[src/rtl/calc_pkg.sv]
package calc_pkg;

  // Operand source codes for the ALU X input
  typedef enum logic [2:0] {
    SRC_A    = 3'b000,
    SRC_SHL  = 3'b001,
    SRC_SAR  = 3'b010,
    SRC_SHR  = 3'b011,
    SRC_B    = 3'b100,
    SRC_NB   = 3'b101,
    SRC_DIN  = 3'b110,
    SRC_NDIN = 3'b111
  } src_e;

  // ALU operation codes
  typedef enum logic [2:0] {
    OP_PASS = 3'b000,
    OP_ADD  = 3'b001,
    OP_INC  = 3'b010,
    OP_SUB  = 3'b011,
    OP_AND  = 3'b100,
    OP_OR   = 3'b101,
    OP_XOR  = 3'b110,
    OP_NOT  = 3'b111
  } op_e;

  // Shift flavours applied to register A
  typedef enum int {
    SH_SAR = 0,
    SH_SHR = 1,
    SH_SHL = 2
  } shift_e;

  localparam int NUM_SHIFTS = 3;

endpackage

[src/rtl/calc_shift.sv]
module calc_shift #(
  parameter int              W    = 4,
  parameter calc_pkg::shift_e KIND = calc_pkg::SH_SAR
) (
  input  logic [W-1:0] d,
  output logic [W-1:0] q
);

  generate
    if (KIND == calc_pkg::SH_SAR) begin : g_sar
      // right by one, sign bit replicated
      assign q = {d[W-1], d[W-1:1]};
    end else if (KIND == calc_pkg::SH_SHR) begin : g_shr
      // right by one, zero enters at the top
      assign q = {1'b0, d[W-1:1]};
    end else begin : g_shl
      // left by one, zero enters at the bottom
      assign q = {d[W-2:0], 1'b0};
    end
  endgenerate

endmodule

[src/rtl/calc_opsel.sv]
module calc_opsel #(
  parameter int W     = 4,
  parameter int SEL_W = 3
) (
  input  logic [SEL_W-1:0] sel,
  input  logic [W-1:0]     a,
  input  logic [W-1:0]     b,
  input  logic [W-1:0]     din,
  input  logic [W-1:0]     a_sar,
  input  logic [W-1:0]     a_shr,
  input  logic [W-1:0]     a_shl,
  output logic [W-1:0]     x
);
  import calc_pkg::*;

  always_comb begin
    case (src_e'(sel))
      SRC_A:    x = a;
      SRC_SHL:  x = a_shl;
      SRC_SAR:  x = a_sar;
      SRC_SHR:  x = a_shr;
      SRC_B:    x = b;
      SRC_NB:   x = ~b;
      SRC_DIN:  x = din;
      SRC_NDIN: x = ~din;
      default:  x = '0;
    endcase
  end

endmodule

[src/rtl/calc_alu.sv]
module calc_alu #(
  parameter int W    = 4,
  parameter int OP_W = 3
) (
  input  logic [OP_W-1:0] op,
  input  logic [W-1:0]    x,
  input  logic [W-1:0]    y,
  input  logic            cin,
  output logic [W-1:0]    res,
  output logic            cout
);
  import calc_pkg::*;

  localparam int WS = W + 1;

  logic [WS-1:0] x_ext;
  logic [WS-1:0] y_ext;
  logic [WS-1:0] ny_ext;
  logic [WS-1:0] c_ext;
  logic [WS-1:0] acc;

  assign x_ext  = {1'b0, x};
  assign y_ext  = {1'b0, y};
  assign ny_ext = {1'b0, ~y};
  assign c_ext  = {{W{1'b0}}, cin};

  always_comb begin
    case (op_e'(op))
      OP_PASS: acc = x_ext;
      OP_ADD:  acc = x_ext + y_ext + c_ext;
      OP_INC:  acc = x_ext + c_ext;
      OP_SUB:  acc = x_ext + ny_ext + c_ext;
      OP_AND:  acc = {1'b0, x & y};
      OP_OR:   acc = {1'b0, x | y};
      OP_XOR:  acc = {1'b0, x ^ y};
      OP_NOT:  acc = {1'b0, ~x};
      default: acc = '0;
    endcase
  end

  assign res  = acc[W-1:0];
  assign cout = acc[W];

endmodule

[src/rtl/calc_reg.sv]
module calc_reg #(
  parameter int W = 4
) (
  input  logic         clk,
  input  logic         rst,
  input  logic         en,
  input  logic [W-1:0] d,
  output logic [W-1:0] q
);

  always_ff @(posedge clk) begin
    if (rst) begin
      q <= '0;
    end else if (en) begin
      q <= d;
    end
  end

endmodule

[src/rtl/calc_datapath.sv]
module calc_datapath #(
  parameter int W     = 4,
  parameter int SEL_W = 3,
  parameter int OP_W  = 3
) (
  input  logic             clk,
  input  logic             rst,
  input  logic [W-1:0]     din,
  input  logic [SEL_W-1:0] sel,
  input  logic [OP_W-1:0]  alu_op,
  input  logic             cin,
  input  logic             load_a,
  input  logic             load_b,
  output logic [W-1:0]     alu_out,
  output logic             cout,
  output logic [W-1:0]     reg_a,
  output logic [W-1:0]     reg_b
);
  import calc_pkg::*;

  localparam int NREG = 2;

  logic [W-1:0] shv [NUM_SHIFTS];
  logic [W-1:0] x_op;
  logic [W-1:0] res;
  logic [W-1:0] regq [NREG];
  logic [NREG-1:0] ld;

  assign ld = {load_b, load_a};

  // one register file entry per working register, both fed by the ALU
  generate
    for (genvar r = 0; r < NREG; r++) begin : g_reg
      calc_reg #(.W(W)) u_reg (
        .clk (clk),
        .rst (rst),
        .en  (ld[r]),
        .d   (res),
        .q   (regq[r])
      );
    end
  endgenerate

  assign reg_a = regq[0];
  assign reg_b = regq[1];

  // the three shift flavours of register A
  generate
    for (genvar k = 0; k < NUM_SHIFTS; k++) begin : g_shift
      calc_shift #(.W(W), .KIND(shift_e'(k))) u_shift (
        .d (regq[0]),
        .q (shv[k])
      );
    end
  endgenerate

  calc_opsel #(.W(W), .SEL_W(SEL_W)) u_opsel (
    .sel   (sel),
    .a     (regq[0]),
    .b     (regq[1]),
    .din   (din),
    .a_sar (shv[SH_SAR]),
    .a_shr (shv[SH_SHR]),
    .a_shl (shv[SH_SHL]),
    .x     (x_op)
  );

  calc_alu #(.W(W), .OP_W(OP_W)) u_alu (
    .op   (alu_op),
    .x    (x_op),
    .y    (regq[1]),
    .cin  (cin),
    .res  (res),
    .cout (cout)
  );

  assign alu_out = res;

endmodule

[config.mk]
export PLATFORM = sky130hd
export DESIGN_NAME = calc_datapath
export DESIGN_NICKNAME = d
export VERILOG_FILES = /design/src/rtl/calc_pkg.sv /design/src/rtl/calc_shift.sv /design/src/rtl/calc_opsel.sv /design/src/rtl/calc_alu.sv /design/src/rtl/calc_reg.sv /design/src/rtl/calc_datapath.sv
export SDC_FILE = /design/constraint.sdc
export NUM_CORES = 1
export LEC_CHECK = 0
export ABC_CLOCK_PERIOD_IN_PS = 7300
export BUFFER_PORTS_ARGS = -buffer_cell sky130_fd_sc_hd__buf_2
export CAP_MARGIN = 20
export CORE_UTILIZATION = 42
export CTS_BUF_LIST = sky130_fd_sc_hd__clkbuf_4
export CTS_CLUSTER_DIAMETER = 80
export DETAILED_ROUTE_END_ITERATION = 8
export SLEW_MARGIN = 20
export SYNTH_ARGS = -nofsm -noshare
export SYNTH_HDL_FRONTEND = slang
export SYNTH_HIERARCHICAL = 1
export SYNTH_SLANG_ARGS = --single-unit
[constraint.sdc]
create_clock -name clk -period 7.3 [get_ports clk]
set_input_delay 1.46 -clock clk [delete_from_list [all_inputs] [get_ports clk]]
set_output_delay 1.46 -clock clk [all_outputs]
set_load 0.1 [all_outputs]
==> reports/results.tsv <==
stage	metric	value	unit
final_layout	register_area	160.2	um2
sta	finalHoldViolCount	0	
grt	grt_usage	19.35	%
worst_setup_path	critPathKind	in2out	
place	place_ws	1142	ps
worst_setup_path	cp.arrival	4750	ps
routing	wl	3258	um
worst_setup_path	cpPeakStageDelay	450	ps
hold_path	min_from	g_reg[0].u_reg/q[0]	
yosys	ys_warn_count	6	
sta	fin_crit_sh	85.01	%
yosys	synth-adder-area-share	16.84	%
floorplan	die_h	60.58	um
yosys	async_reset_ff_share	0	%
final_layout	antenna_cells	0	
place	dp_hpwl	2509	um
worst_setup_path	reg2reg_slack	4060	ps
sta	clock.fmax	161.1	MHz
grt	grt_pass1_vias	1167	
yosys	muxShareOfSynthArea	16.15	%
routing	vias	1300	
final_layout	final_cell_mix	buf_2 (27), nor2_1 (17), ha_1 (13)	
worst_setup_path	critPathMaxFanout	13	
floorplan	pin_count	28	
floorplan	coreArea	3153	um2
yosys	synth_cell_types	48	
final_layout	area_growth	3.732	%
floorplan	dieArea	3670	um2
sta	post-route-min-period	6206	ps
grt	grt_start_max_net_pins	31	
final_layout	top_register	g.u_reg/q	
worst_setup_path	crit_start	sel[1]	
worst_setup_path	worstPathBufferInverterCount	3	
yosys	synth_compound_area_share	19.36	%
floorplan	num_rows	20	
worst_setup_path	crit_family	adder cells	
run_status	outcome	completed	
grt	antenna_found_initial	0	
clock_tree	cts_tree	done	
worst_setup_path	start_kind	input pin	
yosys	synth-simple-area-share	18.58	%
place	place_area	1473	um2
clock_tree	clk_path_buf_depth	2	
yosys	ys_seq_area_share	11.11	%
yosys	synth_cells	179	
routing	wire_per_inst	14.17	um
clock_tree	clkSinkCount	8	
sta	rsz0062_at_grt	false	
clock_tree	ctsHoldBuffers	0	
final_layout	top_regs	g.u_reg/q: 8 flops	
routing	drc	0	
clock_tree	cts-root-buf	clkbuf_4	
sta	slew_headroom	61.49	%
place	numPortBuffers	27	
grt	grt_first_pass_wirelength	5444	um
sta	setup_viol	0	
routing	ant_nets	0	
clock_tree	insertion_delay	240	ps
sta	timing_worst_slew_pin_value	575.5	ps
worst_setup_path	crit_chain	buf_2 > mux2_2 > o22ai_1 > a221oi_1 > nor2_1 > inv_1 > fa_1 > fa_1 > xor2_1 > nand3_1 > a21oi_1 > o22a_1 > buf_2	
routing	firstDrtPassIters	4	
final_layout	fin_nets	220	
flow_run	drv_cap	0	
clock_tree	post-cts-setup-buffers	0	
power_and_ir_drop	power_leakage	0.6832	nW
clock_tree	cts_made_buffers	3	
sta	skew	4.725	ps
final_layout	nFillCells	330	
final_layout	multi_input_area	1074	um2
yosys	synthXorXnorAreaFrac	3.038	%
final_layout	drive_gt1_share	21.51	%
worst_setup_path	cp_data_required_time	5840	ps
grt	overflow	0	
power_and_ir_drop	p_per_area	202.2	nW/um2
yosys	synth_edf_count	0	
clock_tree	cts_htree_levels	1	
yosys	yosys-top-cells-area	ha_1 (11%), dfxtp_1 (11%), mux2i_1 (8.3%)	
yosys	synthesis.nets	211	
final_layout	layout_commonest_cell	buf_2	
clock_tree	clk_pin_slew_worst_paths	50	ps
hold_path	hold_path.class	reg2reg	
yosys	yosysTopAreaCell	ha_1	
yosys	synth-seq-cells	8	
sta	report.final.slew_viol_count	0	
worst_setup_path	cp_slowest_cell	buf_2	
yosys	synth_top_family_by_area	compound AO/OA/AOI/OAI gates	
sta	fin_ws	1094	ps
worst_setup_path	worst_setup_path_end_kind	primary output	
power_and_ir_drop	peakVddDrop	0.1423	mV
routing	drtIter0Drc	83	
place	place.gp.congestion	0.8513	
floorplan	initial_core_util	45.71	%
yosys	synth_top_area_share	11.28	%
routing	via_per_inst	5.652	
final_layout	design_area	1495	um2
worst_setup_path	rr_startpoint	g_reg[1].u_reg/q[0]	
clock_tree	cts-resized-gates	0	
yosys	syn_area	1441	um2
yosys	avgSynthCellArea	8.052	um2
floorplan	chipWidth	60.58	um
final_layout	largest_reg_flops	8	
yosys	synth_top_flop_cell	dfxtp_1	
sta	setup_tns	0	ps
==> cell type report <==
class / instances / share of cell area, %
Clock buffer: 3 / 1.506
Inverter: 13 / 3.264
Multi-Input combinational cell: 135 / 71.80
Sequential cell: 8 / 10.71
Tap cell: 44 / 3.682
Timing Repair Buffer: 27 / 9.038
==> final timing paths <==
kind,depth (start not counted),to
worst max-delay path,13,alu_out[2]
worst min register to register,2,g_reg[0].u_reg/q[0]
worst min-delay path,2,g_reg[0].u_reg/q[0]
worst max register to register,13,g_reg[1].u_reg/q[1]
==> synthesized netlist by cell type (2+ instances only) <==
master	count
buf_6	2
nand3_1	3
conb_1	2
or2_1	2
a211o_1	2
mux4_2	3
nor4_1	3
buf_4	13
o21bai_1	2
nand2b_1	3
dfxtp_1	8
buf_2	5
nor2_1	17
xor2_1	3
inv_2	2
o211ai_1	3
inv_1	11
mux2i_1	12
a21oi_1	8
o21ai_1	3
nand3b_1	4
nor2b_1	6
clkbuf_2	2
o22ai_1	3
and3b_1	2
nand4_1	2
o21ai_0	6
xnor2_1	2
a221oi_1	3
fa_1	4
mux2_2	4
ha_1	13
nand2_1	6
==> cell families after synthesis <==
| group | after synthesis |
|---|---|
| buf+inv | 36 |
| xor+xnor | 5 |
| flops | 8 |
| compound gates | 41 |
| other cells | 2 |
| mux | 19 |
| fa+ha+maj | 17 |
| simple gates | 51 |
==> power breakdown <==
group | internal (mW) | switching, mW
Combinational | 0.0620 | 0.150
Sequential | 0.0488 | 0.00943
Clock | 0.0187 | 0.0137
==> metal layers <==
layer	track usage, %	wire (um)	up-vias
met2	32.50	1530	40
met3	1.493	130	0
met4	1.948	0	0
li1	-	-	645
met1	28.14	1598	615
met5	0	0	-
==> stage by stage <==
stage / power, mW / hold slack, ps / util [%] / instances
floorplan: 0.2440 / 991.2 / - / 179
global placement: 0.2674 / 558.2 / 46.71 / 227
detailed placement: 0.2704 / 567.5 / 46.71 / 227
CTS: 0.3038 / 573.8 / 47.42 / 230
global route: 0.3259 / 595.8 / 47.42 / 230
finish: 0.3024 / 576.5 / 47.42 / 230
==> worst register-to-register path, stage by stage, from the launching register on <==
cell and delay [ps]:
dfxtp_1 390, mux2_2 290, o22ai_1 150, a221oi_1 60
nor2_1 320, inv_1 160, fa_1 410, inv_1 80
fa_1 400, nand2_1 80, o21ai_0 80, mux4_2 520
mux2i_1 150, nor2_1 50
Power figures use the tool's default switching activity.
